<file path="config.mk">
export PLATFORM = sky130hd
export DESIGN_NAME = timemark_gen
export DESIGN_NICKNAME = d
export VERILOG_FILES = /design/src/rtl/tm_pkg.sv /design/src/rtl/tm_period_counter.sv /design/src/rtl/tm_tone_divider.sv /design/src/rtl/tm_out_select.sv /design/src/rtl/timemark_gen.sv
export SDC_FILE = /design/constraint.sdc
export NUM_CORES = 1
export LEC_CHECK = 0
export ABC_CLOCK_PERIOD_IN_PS = 1900
export BUFFER_PORTS_ARGS = -buffer_cell sky130_fd_sc_hd__buf_2
export CAP_MARGIN = 20
export CORE_UTILIZATION = 50
export DETAILED_ROUTE_END_ITERATION = 16
export GPL_TIMING_DRIVEN = 1
export PLACE_DENSITY = 0.74
export SLEW_MARGIN = 20
export SYNTH_ARGS = -nofsm -noshare
export SYNTH_HDL_FRONTEND = slang
export SYNTH_SLANG_ARGS = --single-unit
</file>
<file path="constraint.sdc">
create_clock -name clk -period 1.9 [get_ports clk]
set_clock_uncertainty 0.1 [all_clocks]
set_input_delay 0.38 -clock clk [delete_from_list [all_inputs] [get_ports clk]]
set_output_delay 0.38 -clock clk [all_outputs]
set_load 0.02 [all_outputs]
</file>
<file path="src/rtl/tm_pkg.sv">
package tm_pkg;

  typedef enum logic [1:0] {
    SRC_MARK = 2'd0,
    SRC_TONE = 2'd1,
    SRC_DUMP = 2'd2
  } tm_src_e;

  // Dump select wins over tone select.
  function automatic tm_src_e decode_src(input logic tone_bit, input logic dump_bit);
    if (dump_bit)      return SRC_DUMP;
    else if (tone_bit) return SRC_TONE;
    else               return SRC_MARK;
  endfunction

  // Status is the OR of every line whose enable is set.
  function automatic logic fb_merge(input logic [2:0] lines, input logic [2:0] enables);
    return |(lines & enables);
  endfunction

endpackage

</file>
<file path="src/rtl/tm_period_counter.sv">
module tm_period_counter #(
  parameter int PERIOD_CYCLES = 40_000_000
) (
  input  logic clk,
  input  logic rst,
  output logic tick
);
  localparam int CNT_W = $clog2(PERIOD_CYCLES);
  localparam logic [CNT_W-1:0] LAST = CNT_W'(PERIOD_CYCLES - 1);

  logic [CNT_W-1:0] cnt;
  logic             at_last;

  assign at_last = (cnt == LAST);
  assign tick    = at_last;

  always_ff @(posedge clk) begin
    if (rst)          cnt <= '0;
    else if (at_last) cnt <= '0;
    else              cnt <= cnt + 1'b1;
  end

  AST_PERIOD_BOUND: assert property (@(posedge clk) disable iff (rst)
    cnt <= LAST);
  AST_MARK_SINGLE: assert property (@(posedge clk) disable iff (rst)
    tick |=> !tick);
  AST_MARK_WRAP: assert property (@(posedge clk) disable iff (rst)
    at_last |=> (cnt == '0));
endmodule

</file>
<file path="src/rtl/tm_tone_divider.sv">
module tm_tone_divider #(
  parameter int TONE_DIV = 91
) (
  input  logic clk,
  input  logic rst,
  output logic level
);
  localparam int CNT_W  = $clog2(TONE_DIV);
  localparam int HIGH_N = TONE_DIV / 2;
  localparam logic [CNT_W-1:0] LAST   = CNT_W'(TONE_DIV - 1);
  localparam logic [CNT_W-1:0] HIGH_C = CNT_W'(HIGH_N);

  logic [CNT_W-1:0] cnt;
  logic             wrap;

  assign wrap  = (cnt == LAST);
  assign level = (cnt < HIGH_C);

  always_ff @(posedge clk) begin
    if (rst)       cnt <= '0;
    else if (wrap) cnt <= '0;
    else           cnt <= cnt + 1'b1;
  end

  AST_TONE_BOUND: assert property (@(posedge clk) disable iff (rst)
    cnt <= LAST);
  AST_TONE_WRAP: assert property (@(posedge clk) disable iff (rst)
    wrap |=> (cnt == '0));
  AST_TONE_RISE: assert property (@(posedge clk) disable iff (rst)
    $rose(level) |-> (cnt == '0));
endmodule

</file>
<file path="src/rtl/tm_out_select.sv">
module tm_out_select
  import tm_pkg::*;
(
  input  logic       clk,
  input  logic       rst,
  input  logic       sel_tone,
  input  logic       sel_dump,
  input  logic [2:0] fb_en,
  input  logic       mark_tick,
  input  logic       tone_level,
  input  logic       dump_strobe,
  input  logic [2:0] drv_fb,
  output logic       mark_out,
  output logic       fb_status
);
  tm_src_e src;
  logic    next_mark;
  logic    next_fb;

  assign src     = decode_src(sel_tone, sel_dump);
  assign next_fb = fb_merge(drv_fb, fb_en);

  always_comb begin
    unique case (src)
      SRC_TONE: next_mark = tone_level;
      SRC_DUMP: next_mark = dump_strobe;
      default:  next_mark = mark_tick;
    endcase
  end

  always_ff @(posedge clk) begin
    if (rst) begin
      mark_out  <= 1'b0;
      fb_status <= 1'b0;
    end else begin
      mark_out  <= next_mark;
      fb_status <= next_fb;
    end
  end

  AST_DUMP_FOLLOW: assert property (@(posedge clk) disable iff (rst)
    sel_dump |=> (mark_out == $past(dump_strobe)));
  AST_FB_SEEN: assert property (@(posedge clk) disable iff (rst)
    (|(fb_en & drv_fb)) |=> fb_status);
  AST_FB_IDLE: assert property (@(posedge clk) disable iff (rst)
    (fb_en == 3'b000) |=> !fb_status);
  AST_RESET_QUIET: assert property (@(posedge clk)
    rst |=> (!mark_out && !fb_status));
endmodule

</file>
<file path="src/rtl/timemark_gen.sv">
module timemark_gen #(
  parameter int PERIOD_CYCLES = 40_000_000,
  parameter int TONE_DIV      = 91,
  parameter int CTRL_W        = 16
) (
  input  logic              clk,
  input  logic              rst,
  input  logic [CTRL_W-1:0] ctrl_reg,
  input  logic              dump_strobe,
  input  logic [2:0]        drv_fb,
  output logic              mark_out,
  output logic              fb_status
);
  localparam int TONE_BIT = 4;
  localparam int DUMP_BIT = 8;
  localparam int FB_LSB   = 5;

  logic       mark_tick;
  logic       tone_level;
  logic       sel_tone;
  logic       sel_dump;
  logic [2:0] fb_en;
  logic       ctrl_unused;

  assign sel_tone    = ctrl_reg[TONE_BIT];
  assign sel_dump    = ctrl_reg[DUMP_BIT];
  assign fb_en       = ctrl_reg[FB_LSB +: 3];
  assign ctrl_unused = ^{ctrl_reg[3:0], ctrl_reg[CTRL_W-1:DUMP_BIT+1]};

  tm_period_counter #(.PERIOD_CYCLES(PERIOD_CYCLES)) u_second (
    .clk  (clk),
    .rst  (rst),
    .tick (mark_tick)
  );

  tm_tone_divider #(.TONE_DIV(TONE_DIV)) u_tone (
    .clk   (clk),
    .rst   (rst),
    .level (tone_level)
  );

  tm_out_select u_sel (
    .clk         (clk),
    .rst         (rst),
    .sel_tone    (sel_tone),
    .sel_dump    (sel_dump),
    .fb_en       (fb_en),
    .mark_tick   (mark_tick),
    .tone_level  (tone_level),
    .dump_strobe (dump_strobe),
    .drv_fb      (drv_fb),
    .mark_out    (mark_out),
    .fb_status   (fb_status)
  );
endmodule

</file>
## After elaboration in Yosys (flattened, before gate mapping)

Index checks and enable logic that the tools add are counted.

- Bits in registers: 35
- Input port bits: 22
- Logic and storage cells: 18

- $add $sub $neg: 2
- $lt $le $gt $ge: 1
- Equal/unequal tests: 4
- Multiplexer cells: 3
- Bitwise operators: 1
- Reduce and logical (&&, ||, !) cells: 3

Operator list:

| cell | count |
|---|---|
| $add 26x1->26 const B | 1 |
| $eq 26x26->1 const B | 1 |
| $add 7x1->7 const B | 1 |
| $eq 7x7->1 const B | 1 |
| $lt 7x6->1 const B | 1 |
| $reduce_or 2->1 | 2 |
| $and 3x3->3 | 1 |
| $reduce_or 3->1 | 1 |
| $eq 2x1->1 const B | 1 |
| $eq 2x2->1 const B | 1 |
| $mux 2 | 1 |
| $pmux 1 s2 | 1 |
| $mux 1 | 1 |

## Logic depth before layout (Yosys ltp)

Gate-level depths: netlist of the first run.

- Depth in word-level cells: 4
- Depth in mapped cells: 6

## Hierarchy

Synthesis of the first run repeated with hierarchy kept, for this count alone.

- Cells, all modules: 199
- Area, all modules: 1720.4 um^2

By module, submodules not included:

| module | times used | cells each | area an instance (um^2) | sequential area each (um^2) |
|---|---|---|---|---|
| tm_period_counter | 1 | 156 | 1311.3 | 520.5 |
| tm_tone_divider | 1 | 35 | 322.8 | 140.1 |
| tm_out_select | 1 | 8 | 86.3 | 40.0 |

## Worst setup path after synthesis of the first run

No wires, ideal clock.

- Kind: register -> register
- From: register u_second.cnt[0]
- To: register u_second.cnt[24]
- Setup time: 70 ps
- Arrival: 1901 ps
- Path slack: -171 ps
- Cell stages (with the launch flop): 7
- Path buffers: 1
- Path through: dfxtp_1 > ha_1 > nand3_1 > or4_1 > clkbuf_1 > or4_1 > a21oi_1

- Word-level cells in the longest chain between the ends: 2

Ends and longest elaborated chain:

| what | line | RTL |
|---|---|---|
| start: declaration | tm_period_counter.sv:11 | `logic [CNT_W-1:0] cnt;` |
| start signal: assignment | tm_period_counter.sv:20 | `else cnt <= cnt + 1'b1;` |
| branches (longest 2 deep; another with $add 26x1->26) | - |  |

Parallel ways; which one is timed is not known.
A chain may end at the register's enable or synchronous reset.

## Final worst setup path of the first run

- From: register u_second.cnt[1]
- To: register u_second.cnt[23]

The elaborated chain is that of the path after synthesis.

==> flow_results.org, run 1 <==
** Clock network
- Clock Sink Count :: 35
- The H-tree was split into 2 levels.
- Clock insertion delay at the later pin of the skew report :: 330 ps
- TritonCTS built the clock tree.
- Clock edge transition at the registers on the reported setup and hold paths :: 100 ps
- TritonCTS created 5 clock buffers.
- The longest clock path from root to sink contains 2 buffers.
- The cell sitting at the root of the clock tree is a sky130_fd_sc_hd__clkbuf_4.

** Routing
- Via-per-instance ratio :: 5.758
- Number of nets still failing antenna checks after routing :: 0
- Wire length after detailed routing :: 3822 µm
- Starting DRC count in detailed routing :: 64
- Number of optimization iterations in the first detailed-route pass :: 4
- Count of unresolved DRC violations after routing :: 0
- Number of vias in the routed layout :: 1,520
- Routed len/inst :: 14.48 µm

** Timing
- The count of endpoints failing hold in the final timing report was 0.
- Adding up every negative setup slack in the final design gives -30.08 ps.
- Unrepaired setup endpoints after global routing :: true
- Highest achievable clock rate :: 0.5181 GHz
- Tcrit/Tclk final :: 1.016
- Setup violations remaining at the end of the flow were counted as 1.
- Relative max-transition margin :: 0.7356
- Max-slew violation total from the final report :: 0
- The smallest clock period supported by the final layout is computed as 1930 ps.
- Slew @ Worst Pin :: 395.4 ps
- Fin worst setup slack :: -30.08 ps

** Run status
- Violations in the final reports :: negative setup slack
- Status :: complete, but fails checks

** Placement
- Total placed instance area :: 1952 µm²
- Last weighted congestion value of the routability-driven placer :: 0.8050
- Number of port buffers :: 12
- Summed over all nets, the half-perimeter wirelength after detailed placement is 2761 µm.

** GRT
- Gr ovfl total :: 0
- Global-route wire length before repair :: 6154 µm
- Number of global-route vias before repair :: 1,517
- Initial antenna violation count :: 0
- Total routing usage reported by global routing :: 0.2398
- Maximum number of pins on one net before global-route repair :: 12

** Min path
- The worst hold path terminates at u_sel.mark_out.
- In this run the most critical hold path is launched from ctrl_reg[8].
- The tightest min-delay check is of the input pin to flop type.
- The worst hold path was traced through 2 stages.

** Worst setup path
- Reg-to-reg critical path endpoint :: u_second.cnt[23]
- Worst path arrival time :: 2110 ps
- In this run the worst path has a maximum fanout of 8.
- Kind of critical path :: flop to flop
- Critical path origin :: u_second.cnt[1]
- Minimum setup slack among reg-to-reg paths :: -30 ps
- Data on the critical path is required at its endpoint by 2080 ps.
- Type of element launching the critical path :: flop
- Counting cells, the worst reg-to-reg path comes to 5.
- Startpoint of the worst-slack reg-to-reg timing path :: u_second.cnt[1]
- STA classifies the critical path endpoint as a flop.

** Synth
- The synthesized design contains 35 register bits.
- For this run, the register share of the synthesized area comes to 0.4288.
- Area of the mapped netlist :: 1634 µm²
- Primary flip-flop cell chosen by synthesis mapping :: sky130_fd_sc_hd__dfxtp_1
- Async set-or-reset flop fraction in the synthesized netlist :: 0
- Synthesized instance count :: 179
- Average size of a mapped cell :: 9.129 µm²
- In this run, synthesis inferred 0 flip-flops with an integrated enable.
- Yosys printed 0 warnings.
- Synth Net Count :: 204
- In this run, distinct cell masters in the synthesized netlist total 39.

** Power and ir drop
- Static power due to leakage :: 0.7787 nW
- Power density relative to cell area :: 572.0 nW/µm²
- IR analysis of the VDD net gives a maximum drop of 0.0005045 V.

** Die
- Area of the core region :: 3078 µm²
- Die footprint :: 3501 µm²
- Die extent in y :: 59.17 µm
- In this run the core area contains 20 standard-cell rows.
- Pin placement for this block handled 24 I/O pins.
- The floorplan step set the die width to 59.17 µm.
- The initial utilization of the core area, before any placement, comes to 0.5309.

** Cells and area
- Ant. Diodes :: 0
- Final Util :: 0.6805
- In the final layout, the share of cells above drive strength 1 is 0.3545.
- Summing all non-filler instances in the final layout gives an area of 2095 µm².
- Net total in the final layout :: 246
- From synthesis to final layout, the design area changed by 28.18%.

** Job
- Max-cap violation count :: 0
==> area by class of cell <==
| class | instances | area [µm²] |
|---|---|---|
| inverters | 3 | 11.26 |
| multi-input cells | 136 | 979.7 |
| fillers | 251 | 983.4 |
| repair buffers | 40 | 285.3 |
| well taps | 44 | 55.05 |
| clock buffers | 6 | 41.29 |
| flip-flops and latches | 35 | 721.9 |
==> worst max-delay path by stage <==
stage | to | slack, ps | cells past startpoint
after global placement | u_second.cnt[24] | -60 | 5
after CTS | u_second.cnt[25] | -9 | 5
after detailed placement | u_second.cnt[24] | -90 | 5
final | u_second.cnt[23] | -30 | 5
after floorplan | u_second.cnt[24] | -30 | 6
after global routing | u_second.cnt[23] | -100 | 5
==> layout by cell type, fill, tap and decap left out, types with 2 or more instances in the layout <==
cell and count:
sky130_fd_sc_hd__o31ai_1 2, sky130_fd_sc_hd__dfxtp_2 8, sky130_fd_sc_hd__or4_1 2, sky130_fd_sc_hd__or3_1 2, sky130_fd_sc_hd__nor2_1 23, sky130_fd_sc_hd__nand4_1 11
sky130_fd_sc_hd__o21ai_0 6, sky130_fd_sc_hd__nor4b_1 3, sky130_fd_sc_hd__buf_2 12, sky130_fd_sc_hd__clkbuf_4 5, sky130_fd_sc_hd__xor2_1 12, sky130_fd_sc_hd__dfxtp_1 24
sky130_fd_sc_hd__buf_4 24, sky130_fd_sc_hd__a21oi_2 4, sky130_fd_sc_hd__nand3_1 9, sky130_fd_sc_hd__nand2_1 7, sky130_fd_sc_hd__and4_1 3, sky130_fd_sc_hd__buf_6 4
sky130_fd_sc_hd__xnor2_1 5, sky130_fd_sc_hd__and3_1 2, sky130_fd_sc_hd__nor3_1 3, sky130_fd_sc_hd__or3_2 3, sky130_fd_sc_hd__ha_1 2, sky130_fd_sc_hd__a21oi_1 8
sky130_fd_sc_hd__or4_4 5, sky130_fd_sc_hd__nor4_1 2, sky130_fd_sc_hd__dfxtp_4 3, sky130_fd_sc_hd__inv_1 3, sky130_fd_sc_hd__o31ai_2 2
==> logic make-up (layout without fill, tap and decap cells) <==
kind of cell | count (synthesis) | after routing | share of synthesized area
adders and majority gates | 3 | 3 | 0.02297
AOI/OAI and AO/OA | 30 | 30 | 0.1179
xor gates and xnor gates | 17 | 17 | 0.09112
DFF | 35 | 35 | 0.4288
buffers and inverters | 8 | 49 | 0.02756
and+or+nand+nor | 86 | 86 | 0.3117
==> worst max-delay path, stage by stage (launching register included) <==
cell	delay (ps)
sky130_fd_sc_hd__dfxtp_2	370
sky130_fd_sc_hd__buf_6	100
sky130_fd_sc_hd__nand4_1	120
sky130_fd_sc_hd__or4_4	560
sky130_fd_sc_hd__or4_4	500
sky130_fd_sc_hd__a21oi_2	120
==> power by group <==
part / internal, W / switching (W)
sequential: 0.000745 / 0.0000164
combinational: 0.0000430 / 0.0000391
clock: 0.000132 / 0.000223
total: 0.000919 / 0.000279
==> Yosys cell counts (3+ instances only) <==
| cell type | count | area [µm²] |
|---|---|---|
| sky130_fd_sc_hd__dfxtp_1 | 35 | 700.7 |
| sky130_fd_sc_hd__nor2_1 | 23 | 86.33 |
| sky130_fd_sc_hd__xor2_1 | 12 | 105.1 |
| sky130_fd_sc_hd__a21oi_1 | 11 | 55.05 |
| sky130_fd_sc_hd__nand3_1 | 11 | 55.05 |
| sky130_fd_sc_hd__nand4_1 | 11 | 68.82 |
| sky130_fd_sc_hd__nand2_1 | 7 | 26.28 |
| sky130_fd_sc_hd__o21ai_0 | 6 | 30.03 |
| sky130_fd_sc_hd__o31ai_1 | 5 | 37.54 |
| sky130_fd_sc_hd__or4_1 | 5 | 37.54 |
| sky130_fd_sc_hd__xnor2_1 | 5 | 43.79 |
| sky130_fd_sc_hd__or3_2 | 4 | 30.03 |
| sky130_fd_sc_hd__and4_1 | 3 | 26.28 |
| sky130_fd_sc_hd__clkbuf_1 | 3 | 11.26 |
| sky130_fd_sc_hd__ha_1 | 3 | 37.54 |
| sky130_fd_sc_hd__inv_1 | 3 | 11.26 |
| sky130_fd_sc_hd__nor3_1 | 3 | 15.01 |
| sky130_fd_sc_hd__nor4b_1 | 3 | 26.28 |
==> per-layer routing <==
layer / track usage / vias up / part of all wire
li1: - / 750 / -
met5: 0 / - / 0
met4: 0.1122 / 0 / 0.020
met2: 0.4221 / 43 / 0.52
met3: 0.08515 / 11 / 0.043
met1: 0.2551 / 716 / 0.42
==> timing repair <==
item                                    CTS  global route
buffers inserted                          2             1
endpoints found under the hold margin     0             0
hold buffers                              0             0
endpoints found under the setup margin   17            15
resized for setup                         5            13
pin swaps                                 1             6
==> state kept, by name (all words and copies together), names as in the netlist <==
name,count
u_second.cnt,26
u_tone.cnt,7
u_sel.fb_status,1
u_sel.mark_out,1
==> per-stage QoR <==
| step | hold slack (ps) | total power (W) | worst slack (ps) | cells |
|---|---|---|---|---|
| floorplan | 340.4 | 0.0008170 | -27.78 | 179 |
| finish | 183.5 | 0.001198 | -30.08 | 264 |
| detailed placement | 349.9 | 0.0008543 | -93.19 | 255 |
| global route | 170.5 | 0.001258 | -95.54 | 264 |
| global placement | 342.2 | 0.0008479 | -57.67 | 255 |
| CTS | 177.5 | 0.001208 | -8.823 | 263 |
(Power assumes the default switching activity.)
==> run 2, diff against run 1 <==
ABC_CLOCK_PERIOD_IN_PS = 2500   (was 1900)
CORE_UTILIZATION = 60   (was 50)
PLACE_DENSITY = 0.83   (was 0.74)
SLEW_MARGIN = default   (was 20)
clock period = 2.5 ns   (was 1.9 ns; I/O delays follow)
==> flow_results.org, run 2 (synthesis results as in run 1) <==
** Cells and area
- Most common library cell in the layout ignoring fill and taps :: sky130_fd_sc_hd__dfxtp_1
- In the final layout, the registers with the most flip-flops are u_second.cnt x26, u_tone.cnt x7.
- The top cell types in the final layout, fill and taps aside, are sky130_fd_sc_hd__dfxtp_1, sky130_fd_sc_hd__nor2_1, sky130_fd_sc_hd__xor2_1, sky130_fd_sc_hd__buf_2.
- The flip-flop count of the largest register, all copies and words added came to 26 (unchanged).
- Largest register by flop count :: u_second.cnt
- Ant. Diodes :: 0 (unchanged)
- Net total in the final layout :: 219 (-11%)
- The fraction of layout instances using a drive strength above 1 came to 0.1487 (-0.2058).
- The final instance count without filler cells was 225 (-15%).
- Layout Cell Area excl Fill :: 1774 µm² (-15%)
- Fill cell total of the finished layout :: 205 (-18%)
- From synthesis to final layout, the design area changed by 8.576%.

** Clock network
- The count of buffers added by post-CTS timing repair for setup was 0 (-2).
- Clock Sink Count :: 35 (unchanged)
- Clock edge transition at the registers on the reported setup and hold paths :: 100 ps (about the same)
- Clock tree from TritonCTS :: built
- The root buffer cell chosen for the clock tree is sky130_fd_sc_hd__clkbuf_4.
- # resized after CTS :: 0 (-5)
- The number of buffers inserted during clock tree synthesis is 5 (unchanged).
- Clock insertion delay at the later pin of the skew report :: 330 ps (about the same)
- Number of buffers on the longest clock path :: 2 (unchanged)
- Depth of the CTS H-tree :: 2 (unchanged)
- The number of buffers added to fix hold violations after cts is 0 (unchanged).

** Min path
- Class of the most critical hold timing path :: input pin to flop
- Hold path depth :: 3 (+1)
- HP Start :: ctrl_reg[7]
- Worst hold path endpoint :: u_sel.fb_status

** Die
- Die extent in y :: 54.19 µm (-8.4%)
- The number of I/O pins was 24 (unchanged).
- The core area came to 2522 µm² (-18%).
- The full die area was 2936 µm² (-16%).
- Standard-cell row count :: 18 (-10%)
- Starting density of the core :: 0.6478 (+0.1169)
- Die width :: 54.19 µm (-8.4%)

** Routing
- The initial detailed-routing violation count is 29 (-55%).
- The average detailed-routed wire length per instance was 14.03 µm (-3.1%).
- The post-detailed-route count of antenna-violating nets is 0 (unchanged).
- The number of optimization iterations in the first detailed-route pass came to 4 (unchanged).
- Count of unresolved DRC violations after routing :: 0 (unchanged)
- The total detailed-routing wirelength was 3156 µm (-17%).
- The total via count in the routed design was 1,403 (-7.7%).
- Via-per-instance ratio :: 6.236 (+8.3%)

** Worst setup path
- Minimum setup slack among reg-to-reg paths :: 220 ps (+250 ps)
- The buffering stage count on the worst path with inverters included came to 0 (-1).
- CP cell instances :: ha_1, nand3_1, or4_1, or4_1, a21oi_1
- Data required, critical path :: 2670 ps (+590 ps)
- Cell type of the slowest stage on the worst timing path :: sky130_fd_sc_hd__or4_1
- The worst setup path is launched from a flop.
- Top cell family by delay on the critical path :: simple AND/OR/NAND/NOR gates
- Cell with the most instances on the worst path :: sky130_fd_sc_hd__or4_1
- The depth of the worst register-to-register path was 5 (unchanged).
- Reg-to-reg critical path endpoint :: u_second.cnt[24]
- The delay contributed by the slowest stage of the critical path was 640 ps (+80 ps).
- Endpoint class of the critical path :: flop
- Worst path arrival time :: 2450 ps (+340 ps)
- The biggest fanout along the worst timing path was 8 (unchanged).
- The critical path is of the flop to flop type.
- Startpoint of the worst-slack reg-to-reg timing path :: u_second.cnt[0]

** Placement
- The half-perimeter wire length after detailed placement was 2284 µm (-17%).
- # placed instances :: 217 (-15%)
- Total placed instance area :: 1705 µm² (-13%)
- The number of I/O port buffers was 12 (unchanged).
- Last weighted congestion value of the routability-driven placer :: 0.7352 (-8.7%)

** Timing
- The final number of max-transition violations came to 0 (unchanged).
- The count of endpoints failing hold in the final timing report came to 0 (unchanged).
- Relative max-transition margin :: 0.7589 (+0.02327)
- The number of setup violations in the final report is 0 (-1).
- Tcrit/Tclk final :: 0.9103 (-0.1055)
- The final total negative setup slack was 0 ps (+30.08 ps).
- Unrepaired setup endpoints after global routing :: false
- Slew @ Worst Pin :: 358.4 ps (-37.04 ps)
- The clock period minus worst slack was 2276 ps (+345.6 ps).
- The achievable clock frequency was 0.4394 GHz (-15%).

** GRT
- Gr ovfl total :: 0 (unchanged)
- The maximum number of pins on one net before global-route repair was 24 (+12).
- The global-route usage over all layers is 0.2538 (+0.01397).
- Initial antenna violation count :: 0 (unchanged)
- The wire length of the first global-routing pass is 5313 µm (-14%).
- The number of global-route vias before repair came to 1,311 (-14%).

** Run status
- Status :: completed

** Power and ir drop
- Power density relative to cell area :: 543.7 nW/µm² (-4.9%)
- Largest vdd supply drop :: 0.0005445 V (+7.9%)
- Static power due to leakage :: 0.6394 nW (-18%)

** Job
- The total of max-cap violations was 0 (unchanged).
==> run 2: changes by cell type in the layout (fill, tap and decap cells not counted), moves of 2 or more <==
cell | previous run | this run
sky130_fd_sc_hd__a21oi_1 | 8 | 11
sky130_fd_sc_hd__a21oi_2 | 4 | 1
sky130_fd_sc_hd__buf_4 | 24 | 1
sky130_fd_sc_hd__buf_6 | 4 | 0
sky130_fd_sc_hd__clkbuf_8 | 0 | 2
sky130_fd_sc_hd__dfxtp_1 | 24 | 35
sky130_fd_sc_hd__dfxtp_2 | 8 | 0
sky130_fd_sc_hd__dfxtp_4 | 3 | 0
sky130_fd_sc_hd__nand3_1 | 9 | 11
sky130_fd_sc_hd__o31ai_1 | 2 | 5
sky130_fd_sc_hd__o31ai_2 | 2 | 0
sky130_fd_sc_hd__or4_1 | 2 | 5
sky130_fd_sc_hd__or4_4 | 5 | 2
==> run 2: worst max path at each step <==
| stage | startpoint | slack (ps) | cells past startpoint | to |
|---|---|---|---|---|
| after floorplan | u_second.cnt[0] | 430 | 6 | u_second.cnt[24] |
| after global placement | u_second.cnt[0] | 340 | 5 | u_second.cnt[24] |
| after detailed placement | u_second.cnt[0] | 250 | 5 | u_second.cnt[24] |
| after CTS | u_second.cnt[0] | 210 | 5 | u_second.cnt[24] |
| after global routing | u_second.cnt[0] | 80 | 5 | u_second.cnt[24] |
| final | u_second.cnt[0] | 220 | 5 | u_second.cnt[24] |
==> run 2: power breakdown <==
part / internal [W] / leakage (nW) / switching, W
registers: 0.000568 / 0.284 / 0.0000116
logic: 0.0000200 / 0.317 / 0.0000253
clock network: 0.000165 / 0.0386 / 0.000175
total: 0.000753 / 0.639 / 0.000211
==> run 2: routing by layer <==
layer | GRT usage | share of wire | up-vias | wire [µm]
met5 | 0 | 0 | - | 0
met4 | 0.1453 | 0.018 | 0 | 58
met3 | 0.06780 | 0.024 | 8 | 76
met2 | 0.4614 | 0.51 | 20 | 1614
met1 | 0.2560 | 0.45 | 675 | 1407
li1 | - | - | 700 | -
==> run 2: area by class of cell <==
class                      instances  area [µm²]  share of cell area
multi-input combinational        136       888.4              0.5007
clock buffer                       8       68.82             0.03879
inverter                           3       11.26            0.006347
tap                               30       37.54             0.02116
timing repair buffer              13       67.56             0.03808
sequential                        35       700.7              0.3949
==> run 2: worst reg2reg max path: cells and delay by family (launching register included) <==
kind                     cells  cell delay [ps]
AO/OA/AOI/OAI                1              140
adder cells (fa/ha/maj)      1              240
flip-flops                   1              400
AND/OR/NAND/NOR              3             1340
==> run 2: stage by stage <==
stage / power (W) / worst slack, ps / hold slack, ps / util
after CTS: 0.0009748 / 205.5 / 295.1 / 0.7034
after global routing: 0.001005 / 79.05 / 308.5 / 0.7034
final: 0.0009646 / 224.3 / 298.1 / 0.7034
after floorplan: 0.0006184 / 428.6 / 337.2 / -
after global placement: 0.0006325 / 342.0 / 349.2 / 0.6761
after detailed placement: 0.0006374 / 245.7 / 369.0 / 0.6761
==> run 3, diff against run 2 <==
--- a/config.mk
+++ b/config.mk
@@ -11,2 +11,3 @@
 export CORE_UTILIZATION = 60
+export CTS_CLUSTER_DIAMETER = 40
 export DETAILED_ROUTE_END_ITERATION = 16
==> constraint.sdc (replaced) <==
create_clock -name clk -period 2.5 [get_ports clk]
set_clock_uncertainty 0.1 [all_clocks]
set_input_delay 0.125 -clock clk [delete_from_list [all_inputs] [get_ports clk]]
set_output_delay 0.125 -clock clk [all_outputs]
set_load 0.02 [all_outputs]
==> flow_results.org, run 3 (synthesis results as in run 1) <==
** Clock network
- The clock transition at the register clock pins on the worst setup and hold paths after CTS is 110 ps (about the same).
- The number of buffers added to fix hold violations after cts was 5 (+5).
- The number of gates resized after cts is 0 (unchanged).
- The latest clock arrival within the worst-skew pair is 340 ps (about the same).
- Number of buffers on the longest clock path :: 2 (unchanged)
- CTS placed an instance of sky130_fd_sc_hd__clkbuf_4 at the clock tree root.
- The CTS H-tree depth is 2 (unchanged).
- TritonCTS buffer count :: 5 (unchanged)
- Clock Sink Count :: 35 (unchanged)
- The count of buffers added by post-CTS timing repair for setup is 0 (unchanged).
- Clock tree from TritonCTS :: built

** Die
- Die width :: 54.19 µm (unchanged)
- The full die area is 2936 µm² (unchanged).
- The site row count is 18 (unchanged).
- Area of the core region :: 2522 µm² (unchanged)
- The height of the die was 54.19 µm (unchanged).
- The starting density of the core was 0.6478 (unchanged).
- Number of I/O pins :: 24 (unchanged)

** Run status
- Status :: completed

** Worst setup path
- On the critical path, the stage with the largest delay is an instance of sky130_fd_sc_hd__or4_1.
- The cell count along the critical path came to 5 (unchanged).
- The most numerous cell type found on the critical path is sky130_fd_sc_hd__or4_1.
- Traced cell by cell, the critical path runs through ha_1, nand3_1, or4_1, or4_1, a21oi_1.
- The critical path is of the flop to flop type.
- The required time at the endpoint of the critical path was 2680 ps (about the same).
- Top cell family by delay on the critical path :: simple AND/OR/NAND/NOR gates
- Logic depth of the worst register-to-register path :: 5 (unchanged)
- The delay contributed by the slowest stage of the critical path is 650 ps (about the same).
- Endpoint class of the critical path :: flop
- The endpoint arrival time on the critical path is 2460 ps (about the same).
- Type of element launching the critical path :: flop
- The buffering stage count on the worst path with inverters included is 0 (unchanged).
- Highest net fanout along the worst path :: 8 (unchanged)

** Cells and area
- The library cell used most frequently in the layout, excluding fill and tap cells, is sky130_fd_sc_hd__dfxtp_1.
- Share of post-route cells with drive strength above 1 :: 0.1500 (+0.001282)
- Area Overhead vs Synth :: 12.71%
- Layout Cell Area excl Fill :: 1842 µm² (+3.8%)
- Biggest registers after layout :: u_second.cnt x26, u_tone.cnt x7
- The register with the most flip-flops in the final layout is u_second.cnt.
- Net total in the final layout :: 224 (+2.3%)
- The count of inserted antenna diode cells is 0 (unchanged).
- The fill cell instance count of the final layout is 180 (-12%).
- The flip-flop count of the largest register, all copies and words added was 26 (unchanged).
- Leaving out fill and tap cells, the most frequent cells in the layout are sky130_fd_sc_hd__dfxtp_1, sky130_fd_sc_hd__nor2_1, sky130_fd_sc_hd__xor2_1, sky130_fd_sc_hd__buf_2.

** Power and ir drop
- The ratio of total power to cell area is 572.2 nW/µm² (+5.2%).
- Largest vdd supply drop :: 0.0008594 V (+58%)
- Static power due to leakage :: 0.6716 nW (+5.0%)

** Min path
- In this run the worst hold path is classified as input pin to flop.
- Hold path depth :: 4 (+1)

** GRT
- The sum of overflow across all layers after global routing came to 0 (unchanged).
- The global-route usage over all layers is 0.2539 (about the same).
- The number of antenna violations at the first check in global routing is 0 (unchanged).
- The wire length of the first global-routing pass was 5237 µm (-1.4%).
- The maximum number of pins on one net before global-route repair is 24 (unchanged).
- The number of global-route vias before repair was 1,273 (-2.9%).

** Timing
- Unrepaired setup endpoints after global routing :: false
- The count of endpoints failing hold in the final timing report came to 0 (unchanged).
- Minimum period implied by the final worst setup slack :: 2283 ps (+7.186 ps)
- Slew @ Worst Pin :: 426.3 ps (+67.90 ps)
- The achievable clock frequency came to 0.4380 GHz (-0.31%).
- The worst slew margin relative to its limit is 0.7132 (-0.04568).
- Max-slew violation total from the final report :: 0 (unchanged)
- The final period utilization came to 0.9132 (+0.002874).
- Setup violations, final :: 0 (unchanged)
- Setup TNS :: 0 ps (unchanged)

** Routing
- Number of nets still failing antenna checks after routing :: 0 (unchanged)
- Routed len/inst :: 14.33 µm (+2.2%)
- The total detailed-routing wirelength came to 3297 µm (+4.5%).
- Count of unresolved DRC violations after routing :: 0 (unchanged)
- The number of optimization iterations in the first detailed-route pass came to 4 (unchanged).
- The per-cell via count in the routed design was 6.191 (-0.71%).
- Starting DRC count in detailed routing :: 49 (+69%)
- The total via count in the routed design came to 1,424 (+1.5%).

** Placement
- Detailed Place HPWL :: 2255 µm (-1.3%)
- Total placed instance area :: 1705 µm² (unchanged)
- The number of I/O port buffers came to 12 (unchanged).
- Last weighted congestion value of the routability-driven placer :: 0.7981 (+8.6%)

** Job
- The total of max-cap violations came to 0 (unchanged).
[run 3: changes by cell type in the layout (fill, tap and decap cells not counted)]
cell | before | now
sky130_fd_sc_hd__clkbuf_1 | 1 | 0
sky130_fd_sc_hd__bufinv_16 | 0 | 1
sky130_fd_sc_hd__clkinv_2 | 0 | 1
sky130_fd_sc_hd__clkbuf_8 | 2 | 1
sky130_fd_sc_hd__dlygate4sd3_1 | 0 | 5
[run 3: area by class of cell]
type / count / area, µm² / share of cell area
clock buffers: 6 / 51.30 / 0.02785
multi-input cells: 136 / 888.4 / 0.4823
well taps: 30 / 37.54 / 0.02038
clock inverters: 2 / 35.03 / 0.01902
repair buffers: 18 / 117.6 / 0.06386
inverters: 3 / 11.26 / 0.006114
flip-flops and latches: 35 / 700.7 / 0.3804
[run 3: per-layer routing]
layer,share of wire,track usage,routed length (µm)
met1,0.44,0.2737,1444
met2,0.51,0.4553,1685
met3,0.032,0.09322,106
met4,0.019,0.07692,61
met5,0,0,0
[run 3: power by group]
group          switching (W)  leakage, nW  internal [W]
clock network       0.000186       0.0482      0.000236
registers          0.0000119        0.284      0.000568
logic              0.0000259        0.340     0.0000260
total               0.000224        0.672      0.000830
[run 3: per-stage QoR]
step           worst slack, ps    util  std cells   power, W  hold WS (ps)
6_report                 217.1  0.7302        230   0.001054         24.03
4_1_cts                  217.0  0.7302        230   0.001064         9.645
2_1_floorplan            428.6       -        179  0.0006184         94.07
5_1_grt                  95.56  0.7302        230   0.001094         56.87
3_5_place_dp             231.6  0.6761        217  0.0006368         269.0
3_3_place_gp             336.6  0.6761        217  0.0006327         262.6
[run 3: path summary, 6_finish.rpt]
check,start,end,slack [ps]
setup reg to reg,u_second.cnt[0],u_second.cnt[24],220
hold reg to reg,u_second.cnt[0],u_second.cnt[0],380
setup / recovery,u_second.cnt[0],u_second.cnt[24],220
hold / removal,dump_strobe,u_sel.mark_out,20
[run 3: tightest hold or removal path, cell delays in order]
cell and delay, ps:
sky130_fd_sc_hd__buf_2 90, sky130_fd_sc_hd__inv_1 40, sky130_fd_sc_hd__a21oi_1 50, sky130_fd_sc_hd__o31a_1 110
